[src/rtl/sar_seq_pkg.sv]
package sar_seq_pkg;
  localparam int NUM_CH  = 4;
  localparam int RES_MAX = 10;
  localparam int RES_MIN = 2;
  localparam int CH_W    = $clog2(NUM_CH);
  localparam int RES_W   = $clog2(RES_MAX + 1);
  localparam int BIT_W   = $clog2(RES_MAX);

  // control register field positions
  localparam int F_RES_LSB = NUM_CH;
  localparam int F_CONT    = NUM_CH + RES_W;
  localparam int F_PD      = F_CONT + 1;

  // register addresses
  localparam int ADDR_CTRL = 0;
  localparam int ADDR_CMD  = 1;
  localparam int ADDR_STAT = 2;
  localparam int ADDR_RES0 = 4;

  typedef enum logic [1:0] {
    ST_IDLE   = 2'd0,
    ST_SETTLE = 2'd1,
    ST_DECIDE = 2'd2
  } seqStateT;

  typedef struct packed {
    logic             convStart;
    logic             stepDecide;
    logic             lastStep;
    logic             abort;
    logic [CH_W-1:0]  chan;
    logic [BIT_W-1:0] bitPos;
  } dpStrobeT;
endpackage

[src/rtl/sar_seq_regs.sv]
module sar_seq_regs
  import sar_seq_pkg::*;
#(
  parameter int DATA_W = 16,
  parameter int ADDR_W = 3
) (
  input  logic                            clk,
  input  logic                            rstN,
  input  logic                            regWrEn,
  input  logic [ADDR_W-1:0]               regAddr,
  input  logic [DATA_W-1:0]               regWrData,
  output logic [DATA_W-1:0]               regRdData,
  input  logic                            doneSet,
  input  logic                            scanBusy,
  input  logic [NUM_CH-1:0][RES_MAX-1:0]  resultBank,
  output logic [NUM_CH-1:0]               chanMask,
  output logic [RES_W-1:0]                resSel,
  output logic                            contMode,
  output logic                            powerDown,
  output logic                            startCmd,
  output logic                            stopCmd,
  output logic                            scanDone
);
  logic wrCtrl, wrCmd, wrStat;
  logic [ADDR_W-1:0] resOff;
  logic unusedWrBits;

  assign wrCtrl = regWrEn && (regAddr == ADDR_W'(ADDR_CTRL));
  assign wrCmd  = regWrEn && (regAddr == ADDR_W'(ADDR_CMD));
  assign wrStat = regWrEn && (regAddr == ADDR_W'(ADDR_STAT));

  assign startCmd = wrCmd && regWrData[0];
  assign stopCmd  = wrCmd && regWrData[1];
  assign unusedWrBits = ^regWrData[DATA_W-1:F_PD+1];

  function automatic logic [RES_W-1:0] clampRes(input logic [RES_W-1:0] raw);
    if (int'(raw) < RES_MIN)      return RES_W'(RES_MIN);
    else if (int'(raw) > RES_MAX) return RES_W'(RES_MAX);
    else                          return raw;
  endfunction

  always_ff @(posedge clk or negedge rstN) begin
    if (!rstN) begin
      chanMask  <= '0;
      resSel    <= RES_W'(RES_MAX);
      contMode  <= 1'b0;
      powerDown <= 1'b1;
    end else if (wrCtrl) begin
      chanMask  <= regWrData[NUM_CH-1:0];
      resSel    <= clampRes(regWrData[F_RES_LSB +: RES_W]);
      contMode  <= regWrData[F_CONT];
      powerDown <= regWrData[F_PD];
    end
  end

  always_ff @(posedge clk or negedge rstN) begin
    if (!rstN)                       scanDone <= 1'b0;
    else if (doneSet)                scanDone <= 1'b1;
    else if (wrStat && regWrData[0]) scanDone <= 1'b0;
  end

  assign resOff = regAddr - ADDR_W'(ADDR_RES0);

  always_comb begin
    regRdData = '0;
    if (regAddr == ADDR_W'(ADDR_CTRL)) begin
      regRdData[NUM_CH-1:0]          = chanMask;
      regRdData[F_RES_LSB +: RES_W]  = resSel;
      regRdData[F_CONT]              = contMode;
      regRdData[F_PD]                = powerDown;
    end else if (regAddr == ADDR_W'(ADDR_STAT)) begin
      regRdData[0] = scanDone;
      regRdData[1] = scanBusy;
    end else if (regAddr >= ADDR_W'(ADDR_RES0) && int'(resOff) < NUM_CH) begin
      regRdData[RES_MAX-1:0] = resultBank[resOff[CH_W-1:0]];
    end
  end
endmodule

[src/rtl/sar_seq_ctrl.sv]
module sar_seq_ctrl
  import sar_seq_pkg::*;
(
  input  logic              clk,
  input  logic              rstN,
  input  logic [NUM_CH-1:0] chanMask,
  input  logic [RES_W-1:0]  resSel,
  input  logic              contMode,
  input  logic              powerDown,
  input  logic              startCmd,
  input  logic              stopCmd,
  output dpStrobeT          strb,
  output logic [CH_W-1:0]   muxSel,
  output logic              scanBusy,
  output logic              inDecide,
  output logic              doneSet
);
  seqStateT state, nextState;
  logic [CH_W-1:0]  chanReg, nextChan;
  logic [BIT_W-1:0] bitPos, nextBit, lowBit, nextLow;
  logic             stopPending;
  logic             firstFound, nextFound, launch;
  logic [CH_W-1:0]  firstIdx, nextIdx;

  // lowest enabled channel overall and lowest one above the current channel
  always_comb begin
    firstFound = 1'b0;
    firstIdx   = '0;
    nextFound  = 1'b0;
    nextIdx    = '0;
    for (int c = NUM_CH - 1; c >= 0; c--) begin
      if (chanMask[c]) begin
        firstFound = 1'b1;
        firstIdx   = CH_W'(c);
        if (c > int'(chanReg)) begin
          nextFound = 1'b1;
          nextIdx   = CH_W'(c);
        end
      end
    end
  end

  always_comb begin
    strb        = '0;
    strb.chan   = chanReg;
    strb.bitPos = bitPos;
    doneSet     = 1'b0;
    launch      = 1'b0;
    nextState   = state;
    nextChan    = chanReg;
    nextBit     = bitPos;
    nextLow     = lowBit;
    if (powerDown) begin
      nextState  = ST_IDLE;
      strb.abort = (state != ST_IDLE);
    end else begin
      unique case (state)
        ST_IDLE: begin
          if (startCmd) begin
            if (firstFound) begin
              launch   = 1'b1;
              nextChan = firstIdx;
            end else begin
              doneSet = 1'b1;
            end
          end
        end
        ST_SETTLE: nextState = ST_DECIDE;
        ST_DECIDE: begin
          strb.stepDecide = 1'b1;
          strb.lastStep   = (bitPos == lowBit);
          if (bitPos == lowBit) begin
            if (nextFound) begin
              launch   = 1'b1;
              nextChan = nextIdx;
            end else begin
              doneSet = 1'b1;
              if (contMode && !stopPending && firstFound) begin
                launch   = 1'b1;
                nextChan = firstIdx;
              end else begin
                nextState = ST_IDLE;
              end
            end
          end else begin
            nextBit   = bitPos - 1'b1;
            nextState = ST_SETTLE;
          end
        end
        default: nextState = ST_IDLE;
      endcase
    end
    if (launch) begin
      strb.convStart = 1'b1;
      nextBit        = BIT_W'(RES_MAX - 1);
      nextLow        = BIT_W'(RES_MAX - int'(resSel));
      nextState      = ST_SETTLE;
    end
  end

  always_ff @(posedge clk or negedge rstN) begin
    if (!rstN) begin
      state       <= ST_IDLE;
      chanReg     <= '0;
      bitPos      <= '0;
      lowBit      <= '0;
      stopPending <= 1'b0;
    end else begin
      state   <= nextState;
      chanReg <= nextChan;
      bitPos  <= nextBit;
      lowBit  <= nextLow;
      if (state == ST_IDLE && startCmd) stopPending <= 1'b0;
      else if (stopCmd)                 stopPending <= 1'b1;
    end
  end

  assign muxSel   = chanReg;
  assign scanBusy = (state != ST_IDLE);
  assign inDecide = (state == ST_DECIDE);
endmodule

[src/rtl/sar_seq_datapath.sv]
module sar_seq_datapath
  import sar_seq_pkg::*;
(
  input  logic                           clk,
  input  logic                           rstN,
  input  dpStrobeT                       strb,
  input  logic                           cmpIn,
  output logic [RES_MAX-1:0]             dacCode,
  output logic [NUM_CH-1:0][RES_MAX-1:0] resultBank
);
  logic [RES_MAX-1:0] decided, trialNext;

  assign decided   = cmpIn ? dacCode : (dacCode & ~(RES_MAX'(1) << strb.bitPos));
  assign trialNext = RES_MAX'(1) << (strb.bitPos - 1'b1);

  always_ff @(posedge clk or negedge rstN) begin
    if (!rstN)                dacCode <= '0;
    else if (strb.abort)      dacCode <= '0;
    else if (strb.convStart)  dacCode <= RES_MAX'(1) << (RES_MAX - 1);
    else if (strb.stepDecide) dacCode <= strb.lastStep ? decided : (decided | trialNext);
  end

  for (genvar g = 0; g < NUM_CH; g++) begin : gResult
    always_ff @(posedge clk or negedge rstN) begin
      if (!rstN)
        resultBank[g] <= '0;
      else if (strb.stepDecide && strb.lastStep && !strb.abort && strb.chan == CH_W'(g))
        resultBank[g] <= decided;
    end
  end
endmodule

[src/rtl/sar_scan_sequencer.sv]
module sar_scan_sequencer
  import sar_seq_pkg::*;
#(
  parameter int DATA_W = 16,
  parameter int ADDR_W = 3
) (
  input  logic               clk,
  input  logic               rstN,
  input  logic               regWrEn,
  input  logic [ADDR_W-1:0]  regAddr,
  input  logic [DATA_W-1:0]  regWrData,
  output logic [DATA_W-1:0]  regRdData,
  input  logic               cmpIn,
  output logic [CH_W-1:0]    muxSel,
  output logic [RES_MAX-1:0] dacCode,
  output logic               analogEn,
  output logic               scanDone
);
  logic [NUM_CH-1:0]              chanMask;
  logic [RES_W-1:0]               resSel;
  logic                           contMode, powerDown, startCmd, stopCmd;
  logic                           doneSet, scanBusy, inDecide;
  dpStrobeT                       strb;
  logic [NUM_CH-1:0][RES_MAX-1:0] resultBank;

  sar_seq_regs #(.DATA_W(DATA_W), .ADDR_W(ADDR_W)) uRegs (
    .clk(clk), .rstN(rstN), .regWrEn(regWrEn), .regAddr(regAddr),
    .regWrData(regWrData), .regRdData(regRdData), .doneSet(doneSet),
    .scanBusy(scanBusy), .resultBank(resultBank), .chanMask(chanMask),
    .resSel(resSel), .contMode(contMode), .powerDown(powerDown),
    .startCmd(startCmd), .stopCmd(stopCmd), .scanDone(scanDone)
  );

  sar_seq_ctrl uCtrl (
    .clk(clk), .rstN(rstN), .chanMask(chanMask), .resSel(resSel),
    .contMode(contMode), .powerDown(powerDown), .startCmd(startCmd),
    .stopCmd(stopCmd), .strb(strb), .muxSel(muxSel), .scanBusy(scanBusy),
    .inDecide(inDecide), .doneSet(doneSet)
  );

  sar_seq_datapath uDp (
    .clk(clk), .rstN(rstN), .strb(strb), .cmpIn(cmpIn),
    .dacCode(dacCode), .resultBank(resultBank)
  );

  assign analogEn = !powerDown;
endmodule

[config.mk]
export PLATFORM = sky130hd
export DESIGN_NAME = sar_scan_sequencer
export DESIGN_NICKNAME = d
export VERILOG_FILES = /design/src/rtl/sar_seq_pkg.sv /design/src/rtl/sar_seq_regs.sv /design/src/rtl/sar_seq_ctrl.sv /design/src/rtl/sar_seq_datapath.sv /design/src/rtl/sar_scan_sequencer.sv
export SDC_FILE = /design/constraint.sdc
export NUM_CORES = 1
export LEC_CHECK = 0
export BUFFER_PORTS_ARGS = -buffer_cell sky130_fd_sc_hd__buf_2
export CAP_MARGIN = 10
export CORE_MARGIN = 2
export CORE_UTILIZATION = 30
export DETAILED_ROUTE_END_ITERATION = 12
export GPL_TIMING_DRIVEN = 0
export SYNTH_ARGS = -nofsm -noshare
export SYNTH_HDL_FRONTEND = slang
export SYNTH_SLANG_ARGS = --single-unit
[constraint.sdc]
create_clock -name clk -period 2.6 [get_ports clk]
set_input_delay 0.52 -clock clk [delete_from_list [all_inputs] [get_ports clk]]
set_output_delay 0.52 -clock clk [all_outputs]
set_load 0.01 [all_outputs]
==> out/results.tsv <==
metric	value	unit
grt_antenna_before_repair	0	
power_density	732	nW/µm²
p_int	2380	µW
dr.first_iter.drc_count	237	
cts_setup_buffers	0	
synth_adder_area_share	2.23	%
yosys.area_share.simple	14.3	%
cts_tree	built	
groute.usage.overall	14.8	%
clock_latency	0.34	ns
synth_area	3930	µm²
place_congestion	0.834	
worstPathRequired	2.08	ns
worst_pin_slew	0.855	ns
synthFlopType	dfrtp_1	
crit_arrival	1.98	ns
clock.fmax	399	MHz
drive_gt1_share	28.2	%
fillers	1323	
synth_compound_area_share	14.0	%
vias	2944	
hold_viol	0	
fp.dieH	118	µm
p_total	3440	µW
initial_core_util	30.9	%
grt_pass1_vias	3021	
grt_overflow	0	
period_share	96.3	%
cp_max_fo	10	
cts-root-buf	clkbuf_16	
postSynthAreaPerCell	10.9	µm²
hold_class	input pin to async pin	
multi_input_area	1910	µm²
syn_inst	362	
grt_pass1_wl	16200	µm
dieArea	14000	µm²
crit_type	input pin to output pin	
fin_crit	2.50	ns
vias_per_cell	4.96	
drc	0	
cts.sinks	74	
most-common-layout-cells	dfrtp_1 (71), nand2_1 (49), buf_2 (40), o21ai_0 (40), mux2_2 (25)	
rsz0062_at_grt	no	
layout_commonest_cell	dfrtp_1	
ys_types	56	
ir_worst_vdd	0.315	mV
synth.top_cell.area_share	45.2	%
htreeDepth	3	
dp_hpwl	7350	µm
synth_top_area_cell	dfrtp_1	
ys_warn_count	0	
wire_per_inst	16.7	µm
outcome	finished, final reports clean	
combPwrFrac	22.9	%
leakagePower	0.00221	µW
seqPwrFrac	40.0	%
cts.clk_slew.worst_paths	0.06	ns
port_buffers	38	
synth-async-reset-ratio	100	%
synthXorXnorAreaFrac	3.12	%
muxShareOfSynthArea	14.4	%
firstDrtPassIters	4	
p_sw_share	30.9	%
die_width	118	µm
wl	9920	µm
synth_area_leaders	dfrtp_1 (45%), mux2_2 (7.2%), mux4_2 (5.7%), o21ai_0 (5.1%), nand2_1 (4.7%)	
finalSetupViolCount	0	
core_area	12700	µm²
fin_setup_tns	0	ns
num_rows	41	
cp-start-kind	input pin	
maxCapViolations	0	
ant_nets	0	
areaGrowthSynthToFinish	19.6	%
cts_buffers	9	
skew	0.0101	ns
regArea	1860	µm²
diodes	0	
ys_ff_latch	74	
seq_area_frac_synth	47.2	%
grt_max_degree	67	
power_frac_clock	37.1	%
synth_edf_count	0	
slew_headroom	42.5	%
clockBufferDepth	2	
postCtsHoldBufs	0	
endpoint_kind	output pin	
ios	53	
drv_slew	0	
final_nets	447	
switchingPower	1060	µW
synth_top_family_by_area	multiplexers	
-- logic make-up (layout without fill, tap and decap cells) --
group | Yosys count | in the layout
muxes | 41 | 41
buffers and inverters | 35 | 90
xor gates and xnor gates | 14 | 14
other | 1 | 6
and+or+nand+nor | 103 | 103
AOI/OAI and AO/OA | 87 | 87
DFF | 74 | 74
adders and majority gates | 7 | 7
-- metrics by stage --
stage	hold slack, ns	setup slack (ns)	util (%)	instances	cell area, µm²
2_1_floorplan	0.224	0.393	-	367	3950
3_3_place_gp	0.459	-0.101	34.2	577	4360
3_5_place_dp	0.368	-0.147	34.5	578	4390
4_1_cts	0.0123	0.0156	36.9	594	4700
5_1_grt	0.0120	0.0430	37.0	594	4700
6_report	0.0155	0.0961	37.0	594	4700
-- registers in the layout, summed over array words and instances, names as in the netlist --
register / cells
uDp.resultBank: 40
uDp.dacCode: 10
uCtrl.bitPos: 4
uCtrl.lowBit: 4
uRegs.chanMask: 4
uRegs.resSel: 4
uCtrl.muxSel: 2
uCtrl.state: 2
uCtrl.stopPending: 1
uRegs.contMode: 1
uRegs.powerDown: 1
uRegs.scanDone: 1
-- area by class of cell --
cell class,count,area share [%]
Clock buffer,10,5.08
Tap cell,172,4.58
Timing Repair Buffer,39,4.68
Sequential cell,74,39.5
Buffer,25,3.22
Multi-Input combinational cell,258,40.6
Clock inverter,6,1.57
Inverter,10,0.798
-- cell usage after synthesis (8+ instances only) --
master and n:
buf_4 9, o21ai_0 40, mux2_2 25, xnor2_1 10, mux4_2 10, inv_1 10, a22o_1 9, nor2_1 10
a22oi_1 8, dfrtp_1 71, clkbuf_1 9, nand2_1 49, nand2b_1 8
-- metal layers --
metal / part of all wire [%] / vias to the layer above / GRT usage [%]
met5: 0 / - / 0
met4: 0.97 / 0 / 3.65
met3: 3.6 / 8 / 3.04
met2: 51 / 71 / 25.4
met1: 45 / 1479 / 19.0
li1: - / 1386 / -
-- worst max-delay path: stages --
cell,delay (ns)
clkbuf_1,0.33
clkbuf_2,0.38
mux4_2,0.40
a22o_1,0.22
buf_2,0.14
-- power by group through the flow --
| stage | logic (µW) | registers [µW] | clock network [µW] |
|---|---|---|---|
| after floorplan | 552 | 1370 | 0 |
| after global placement | 757 | 1390 | 0 |
| after detailed placement | 781 | 1400 | 0 |
| after CTS | 789 | 1380 | 1310 |
| after global routing | 878 | 1390 | 1360 |
| final | 789 | 1380 | 1280 |
-- worst paths after layout --
| check | endpoint | cells past startpoint | from | slack [ns] |
|---|---|---|---|---|
| setup / recovery | regRdData[3] | 5 | regAddr[1] | 0.1 |
| hold / removal | uCtrl.muxSel[1]$_DFFE_PN0P_ | 1 | rstN | 0.02 |
| setup reg to reg | uDp.resultBank[8]$_DFFE_PN0P_ | 6 | uCtrl.bitPos[0]$_DFFE_PN0P_ | 0.29 |
| hold reg to reg | uDp.resultBank[10]$_DFFE_PN0P_ | 2 | uDp.resultBank[10]$_DFFE_PN0P_ | 0.47 |
| max in group asynchronous | uRegs.powerDown$_DFFE_PN1P_ | 2 | rstN | 1.98 |
| min in group clk | uRegs.chanMask[3]$_DFFE_PN0P_ | 3 | regWrData[3] | 0.39 |
-- timing repair --
item,CTS,global route
resized for setup,1,1
endpoints found under the setup margin,7,6
endpoints found under the hold margin,0,0
No activity file was read; power rests on OpenSTA's default activity.
